<file path="src/rtl/sar_pkg.sv">
package sar_pkg;

    // Phase of the conversion sequencer
    typedef enum logic [1:0] {
        PH_IDLE   = 2'd0,
        PH_SAMPLE = 2'd1,
        PH_TEST   = 2'd2
    } sar_phase_e;

    // Reset content of the result register: mid-scale
    function automatic logic [7:0] sar_reset_code();
        return 8'h80;
    endfunction

endpackage

</file>
<file path="src/rtl/sar_step_timer.sv">
// Counts the cycles of one sample or bit step and flags the last cycle
module sar_step_timer #(
    parameter int STEP_CYC = 4
) (
    input  logic clk_i,
    input  logic rst_ni,
    input  logic run_i,
    output logic last_o
);
    localparam int CW = (STEP_CYC > 1) ? $clog2(STEP_CYC) : 1;
    localparam logic [CW-1:0] LAST = CW'(STEP_CYC - 1);

    typedef struct packed {
        logic [CW-1:0] cnt;
    } tmr_s;

    tmr_s st_d, st_q;

    assign last_o = run_i && (st_q.cnt == LAST);

    always_comb begin
        st_d = st_q;
        if (!run_i || last_o) begin
            st_d.cnt = '0;
        end else begin
            st_d.cnt = st_q.cnt + 1'b1;
        end
    end

    always_ff @(posedge clk_i or negedge rst_ni) begin
        if (!rst_ni) begin
            st_q <= '0;
        end else begin
            st_q <= st_d;
        end
    end
endmodule

</file>
<file path="src/rtl/sar_result_fmt.sv">
// Maps the searched offset-binary code to the stored format
module sar_result_fmt #(
    parameter int WIDTH = 8
) (
    input  logic [WIDTH-1:0] code_i,
    input  logic             diff_i,
    output logic [WIDTH-1:0] res_o
);
    generate
        if (WIDTH > 1) begin : g_wide
            assign res_o = {code_i[WIDTH-1] ^ diff_i, code_i[WIDTH-2:0]};
        end else begin : g_narrow
            assign res_o = code_i ^ diff_i;
        end
    endgenerate
endmodule

</file>
<file path="src/rtl/sar_shared_dac_ctrl.sv">
module sar_shared_dac_ctrl
    import sar_pkg::*;
#(
    parameter int WIDTH    = 8,
    parameter int STEP_CYC = 4
) (
    input  logic             clk_i,
    input  logic             rst_ni,
    input  logic             start_i,
    input  logic             cmp_i,
    input  logic             diff_i,
    input  logic [WIDTH-1:0] dac_data_i,
    output logic [WIDTH-1:0] dac_code_o,
    output logic             hold_o,
    output logic             sample_o,
    output logic             busy_o,
    output logic             done_o,
    output logic [WIDTH-1:0] result_o
);
    localparam logic [WIDTH-1:0] TOP_BIT = {1'b1, {(WIDTH-1){1'b0}}};
    localparam logic [WIDTH-1:0] RES_RST = WIDTH'(sar_reset_code() >> (8 - WIDTH));

    typedef struct packed {
        sar_phase_e       phase;
        logic [WIDTH-1:0] acc;    // bits decided so far
        logic [WIDTH-1:0] mask;   // one-hot bit under test
        logic             diff;   // captured format select
        logic [WIDTH-1:0] result;
        logic             done;
    } ctrl_s;

    ctrl_s st_d, st_q;

    logic             step_last;
    logic             running;
    logic [WIDTH-1:0] acc_kept;
    logic [WIDTH-1:0] fmt_res;

    assign running = (st_q.phase != PH_IDLE);

    sar_step_timer #(
        .STEP_CYC (STEP_CYC)
    ) i_timer (
        .clk_i  (clk_i),
        .rst_ni (rst_ni),
        .run_i  (running),
        .last_o (step_last)
    );

    assign acc_kept = cmp_i ? (st_q.acc | st_q.mask) : st_q.acc;

    sar_result_fmt #(
        .WIDTH (WIDTH)
    ) i_fmt (
        .code_i (acc_kept),
        .diff_i (st_q.diff),
        .res_o  (fmt_res)
    );

    always_comb begin
        st_d      = st_q;
        st_d.done = 1'b0;
        unique case (st_q.phase)
            PH_IDLE: begin
                if (start_i) begin
                    st_d.phase = PH_SAMPLE;
                    st_d.acc   = '0;
                    st_d.mask  = TOP_BIT;
                    st_d.diff  = diff_i;
                end
            end
            PH_SAMPLE: begin
                if (step_last) begin
                    st_d.phase = PH_TEST;
                end
            end
            PH_TEST: begin
                if (step_last) begin
                    st_d.acc = acc_kept;
                    if (st_q.mask[0]) begin
                        st_d.result = fmt_res;
                        st_d.done   = 1'b1;
                        st_d.phase  = PH_IDLE;
                    end else begin
                        st_d.mask = st_q.mask >> 1;
                    end
                end
            end
            default: begin
                st_d.phase = PH_IDLE;
            end
        endcase
    end

    always_ff @(posedge clk_i or negedge rst_ni) begin
        if (!rst_ni) begin
            st_q.phase  <= PH_IDLE;
            st_q.acc    <= '0;
            st_q.mask   <= '0;
            st_q.diff   <= 1'b0;
            st_q.result <= RES_RST;
            st_q.done   <= 1'b0;
        end else begin
            st_q <= st_d;
        end
    end

    assign busy_o     = running;
    assign hold_o     = running;
    assign sample_o   = (st_q.phase == PH_SAMPLE);
    assign dac_code_o = running ? (st_q.acc | st_q.mask) : dac_data_i;
    assign done_o     = st_q.done;
    assign result_o   = st_q.result;
endmodule

</file>
<file path="config.mk">
export PLATFORM = sky130hd
export DESIGN_NAME = sar_shared_dac_ctrl
export DESIGN_NICKNAME = d
export VERILOG_FILES = /design/src/rtl/sar_pkg.sv /design/src/rtl/sar_step_timer.sv /design/src/rtl/sar_result_fmt.sv /design/src/rtl/sar_shared_dac_ctrl.sv
export SDC_FILE = /design/constraint.sdc
export NUM_CORES = 1
export LEC_CHECK = 0
export ABC_AREA = 1
export BUFFER_PORTS_ARGS = -buffer_cell sky130_fd_sc_hd__buf_2
export CAP_MARGIN = 10
export CORE_MARGIN = 3
export CORE_UTILIZATION = 46
export CTS_BUF_LIST = sky130_fd_sc_hd__clkbuf_2 sky130_fd_sc_hd__clkbuf_4 sky130_fd_sc_hd__clkbuf_8
export CTS_CLUSTER_SIZE = 28
export DETAILED_ROUTE_END_ITERATION = 16
export PLACE_DENSITY = 0.69
export SYNTH_ARGS = -nofsm -noshare
export SYNTH_HDL_FRONTEND = slang
export SYNTH_SLANG_ARGS = --single-unit
</file>
<file path="constraint.sdc">
create_clock -name clk_i -period 1.4 [get_ports clk_i]
set_clock_uncertainty 0.2 [all_clocks]
set_input_delay 0.21 -clock clk_i [delete_from_list [all_inputs] [get_ports clk_i]]
set_output_delay 0.21 -clock clk_i [all_outputs]
set_load 0.005 [all_outputs]
</file>
# Word-level counts from Yosys, hierarchy flattened
# Cells that the tools add are included.
# word_totals
reg_bits,30
input_bits,13
output_inout_bits,20
word_cells,43
# classes
add_sub_neg,1
eq_ne,8
muxes,13
bitwise_logic,2
n_reduce_logical,11
# op_table
op,n
one-hot mux 16 bit (2 select lines),1
2-to-1 mux 8 bit,3
2-to-1 mux 19 bit,1
2-to-1 mux 18 bit,1
OR 8 bit,1
AND reduction 4 bit,2
2-to-1 mux 2 bit,3
"inequality test 2 bit, second input constant",3
one-hot mux 2 bit (3 select lines),1
AND reduction 3 bit,2
"== test 2 bit, second input constant",2
"inequality test 2 x 1 -> 1 bit, second input constant",2
nonzero test 2 bit,2
2-to-1 mux 1 bit,3
"adder 2 x 1 -> 2 bit, second input constant",1
"== test 2 x 1 -> 1 bit, second input constant",1
zero test 2 bit,1
AND reduction 2 bit,1
logical AND 1 bit,1
zero test 1 bit,1
logical OR 1 bit,1
bitwise XOR 1 bit,1

# Longest topological paths before layout
# depth
ltp_word,4
depth_mapped,6
mapped_depth_nobuf,6

# Modules after synthesis
# Synthesis repeated with hierarchy kept, for this count alone.
# unflattened
cells_unflattened,229
hier_area_um2,1679.1
# by_module_without_submodules
module,instances,cells_each,area_per_inst_um2,seq_area_each_um2
sar_shared_dac_ctrl,1,207,1519.0,701.9
sar_step_timer,1,10,88.8,50.0
sar_result_fmt,1,12,71.3,0.0

# Worst setup path before layout
# Ideal clock, no wire load.
# synth_timing
path_type,register -> output
from,reg st_q[27] (netlist name)
to,out dac_code_o[0]
arrival_ns,1.012
t_required_ns,0.990
slack_ns,-0.022
stages_incl_launch_ff,6
n_path_buf,2
path_cell_list,dfrtp_1 > buf_4 > nor2_4 > inv_2 > buf_8 > a31oi_1
# synth_between
elab_chain_cells,2
# synth_lines
element,line_no,text
"start, declared",sar_shared_dac_ctrl.sv:32,"ctrl_s st_d, st_q;"
"start signal, assigned",sar_shared_dac_ctrl.sv:104,st_q <= st_d;
nonzero test 2 bit,sar_shared_dac_ctrl.sv:39,assign running = (st_q.phase != PH_IDLE);
net busy_o,sar_shared_dac_ctrl.sv:16,"output logic busy_o,"
2-to-1 mux 8 bit,sar_shared_dac_ctrl.sv:111,assign dac_code_o = running ? (st_q.acc | st_q.mask) : dac_data_i;
"end, declared",sar_shared_dac_ctrl.sv:13,"output logic [WIDTH-1:0] dac_code_o,"
# The timed path passes the listed nets, and every way through them passes these cells.

# Worst setup path after layout
# layout_timing
from,reg st_q[27] (netlist name)
to,out dac_code_o[0]
# layout_between
elab_chain_cells,2
# layout_lines
element,line_no
nonzero test 2 bit,sar_shared_dac_ctrl.sv:39
2-to-1 mux 8 bit,sar_shared_dac_ctrl.sv:111
# No other way between the ends.

==> reports/metrics.cfg <==
[route]
drc=0
routed_wl_mm=3.38
vias_per_cell=4.77
drt_pass1_iterations=4
vias=1339
detail_route.wl_per_cell_um=12.0
drt_iter0_markers=55
postRouteAntennaNets=0

[critical_path]
path_class=register to primary output
critPathTopFamily=flip-flops
cp_slowest_cell=dfrtp_1
cp-start-kind=register
cp_data_arrival_time_ns=1.36
cpPeakStageDelay_ns=0.44
worst-path-max-fanout=18
critPathRequiredTime_ns=0.99
path_buf_inv=2
cp-end-kind=primary output
crit_chain=nor2_4 -> inv_6 -> a31oi_2 -> buf_2

[sta]
grt_setup_unrepaired=yes
tightestPinTransition_ns=0.311
finalSetupViolations=37
fin_crit_ns=1.77
fin_crit_sh_pct=126
fmax_mhz=566
slew_viol_final=0
slew_headroom_pct=79.0
fin_hold_ws_ns=0.0727
fin_ws_ns=-0.366
hold_viol_final=0

[floorplan]
die_w_um=63.0
dieArea_mm2=0.00397
core_area_mm2=0.00308
dieHeight_um=63.0
initial_core_util_pct=48.5
rows=20
boundaryPins=33

[cells_and_area]
layoutNonFillerInstCount=281
fill_cells=276
syn2layout_area_growth_pct=32.3
final_cell_mix=nand2_1 (66), buf_2 (31), dfrtp_1 (29)
antennaDiodeCount=0
stdcell_area_mm2=0.00198
final_common_cell=nand2_1
nets=250
drive_gt1_share_pct=35.4

[clock_tree]
cts_max_level=2
clkLatencyLatePin_ns=0.34
clk_pin_slew_ns=0.11
cts_tree=done
clock-sinks=30
cts_buffers=5
clockBufferDepth=2
cts_root_buffer=clkbuf_4

[yosys]
synth_top_family_by_area=simple AND/OR/NAND/NOR gates
synth-simple-area-share_pct=28.7
synth_seq_cells=30
ys_warn_count=0
ys_seq_area_share_pct=50.3
synth_xor_area_share_pct=0
synth_cell_types=21
synth_cells=190
synthAdderAreaFrac_pct=0.838
syn_nets=204
synth-compound-area-share_pct=7.54
syn-cell-area_mm2=0.00149
avgSynthCellArea_um2=7.86
synth_mux_area_share_pct=0

[global_route]
antenna_found_initial=0
gr-usage-all-layers_pct=17.5
grt_start_max_net_pins=19
grt_pass1_vias=1200
grt_pass1_wl_mm=5.33
gr-total-overflow=0

[power]
power_density_mw_per_mm2=1390
leakagePower_nw=1.05
max-vdd-ir-drop_mv=0.946

[place]
placed_cell_area_mm2=0.00172
dp_hpwl_mm=2.28
post-place-ws_ns=-0.0396
placed_cells=264
port_buffers=32
gp_congestion=0.759

[outcome]
violations=setup timing
outcome=finished with violations

[worst_hold_path]
holdCritPathClass=input port to asynchronous set/reset pin

[flow_run]
cap_viol_max_count=0

## registers in the layout, indices dropped and copies added (netlist names)
register,count
st_q,19
done_o,1
result_o,8
i_timer.st_q,2
## worst paths after layout
check / start / endpoint / slack (ns) / cells past startpoint
max: st_q[27] / dac_code_o[0] / -0.37 / 4
min: rst_ni / st_q[21] / 0.07 / 2
max reg2reg: st_q[26] / result_o[3] / -0.27 / 9
min reg2reg: i_timer.st_q[0] / i_timer.st_q[0] / 0.24 / 1
max in group asynchronous: rst_ni / st_q[26] / 0.51 / 3
min in group clk_i: cmp_i / st_q[25] / 0.16 / 5
## Yosys cell counts
| cell | number | share of area (%) |
|---|---|---|
| nor2_1 | 11 | 2.8 |
| buf_4 | 10 | 5.0 |
| nor2_2 | 1 | 0.42 |
| nand3_1 | 5 | 1.7 |
| nor3_1 | 1 | 0.33 |
| inv_2 | 4 | 1.0 |
| ha_1 | 1 | 0.84 |
| nand4_1 | 1 | 0.42 |
| nor3b_1 | 1 | 0.50 |
| o211ai_1 | 1 | 0.50 |
| inv_1 | 22 | 5.5 |
| nor2_4 | 2 | 1.5 |
| buf_8 | 1 | 1.0 |
| nand2_2 | 1 | 0.42 |
| dfrtp_1 | 29 | 49 |
| a21oi_1 | 3 | 1.0 |
| o21ai_0 | 8 | 2.7 |
| a31oi_1 | 8 | 3.4 |
| dfstp_2 | 1 | 1.8 |
| nand2_1 | 77 | 19 |
| nand3_2 | 2 | 1.3 |
## final cells by class
class                   instances  area, um^2  share of cell area [%]
flip-flops and latches         30         752                    38.0
multi-input cells             124         666                    33.7
repair buffers                 49         333                    16.8
inverters                      26         108                    5.44
well taps                      44        55.1                    2.78
clock buffers                   6        51.3                    2.59
clock inverters                 2        12.5                   0.633
## logic make-up after synthesis
group / after synthesis
buf+inv: 37
fa+ha+maj: 1
simple gates: 102
compound gates: 20
flops: 30
## metal layers
metal  wire (um)  vias up  track usage, %
li1            -      678               -
met5           0        -               0
met2        1590       25            27.9
met1        1600      626            21.8
met4          81        0            8.26
met3         118       10            4.86
## power breakdown
part / internal [W] / total, W / switching [W]
sequential: 0.000977 / 0.00105 / 0.0000734
clock: 0.000241 / 0.000574 / 0.000333
combinational: 0.000470 / 0.00113 / 0.000663
## metrics by stage
step                power, W  setup TNS, ns  util (%)
finish               0.00276          -9.29      64.2
global route         0.00294         -11.58      64.2
CTS                  0.00267          -3.50      61.0
detailed placement   0.00196         -0.245      55.8
global placement     0.00195        -0.0205      55.8
floorplan            0.00166        -0.0812         -
## what timing repair did
action,in CTS,in global routing
buffers inserted,1,4
hold buffers,3,0
pin swaps,3,8
cloned,1,0
endpoints found under the hold margin,32,0
gates resized for setup,13,19
setup endpoints to repair,23,36
Note: power is estimated with default switching activity, not from simulation.
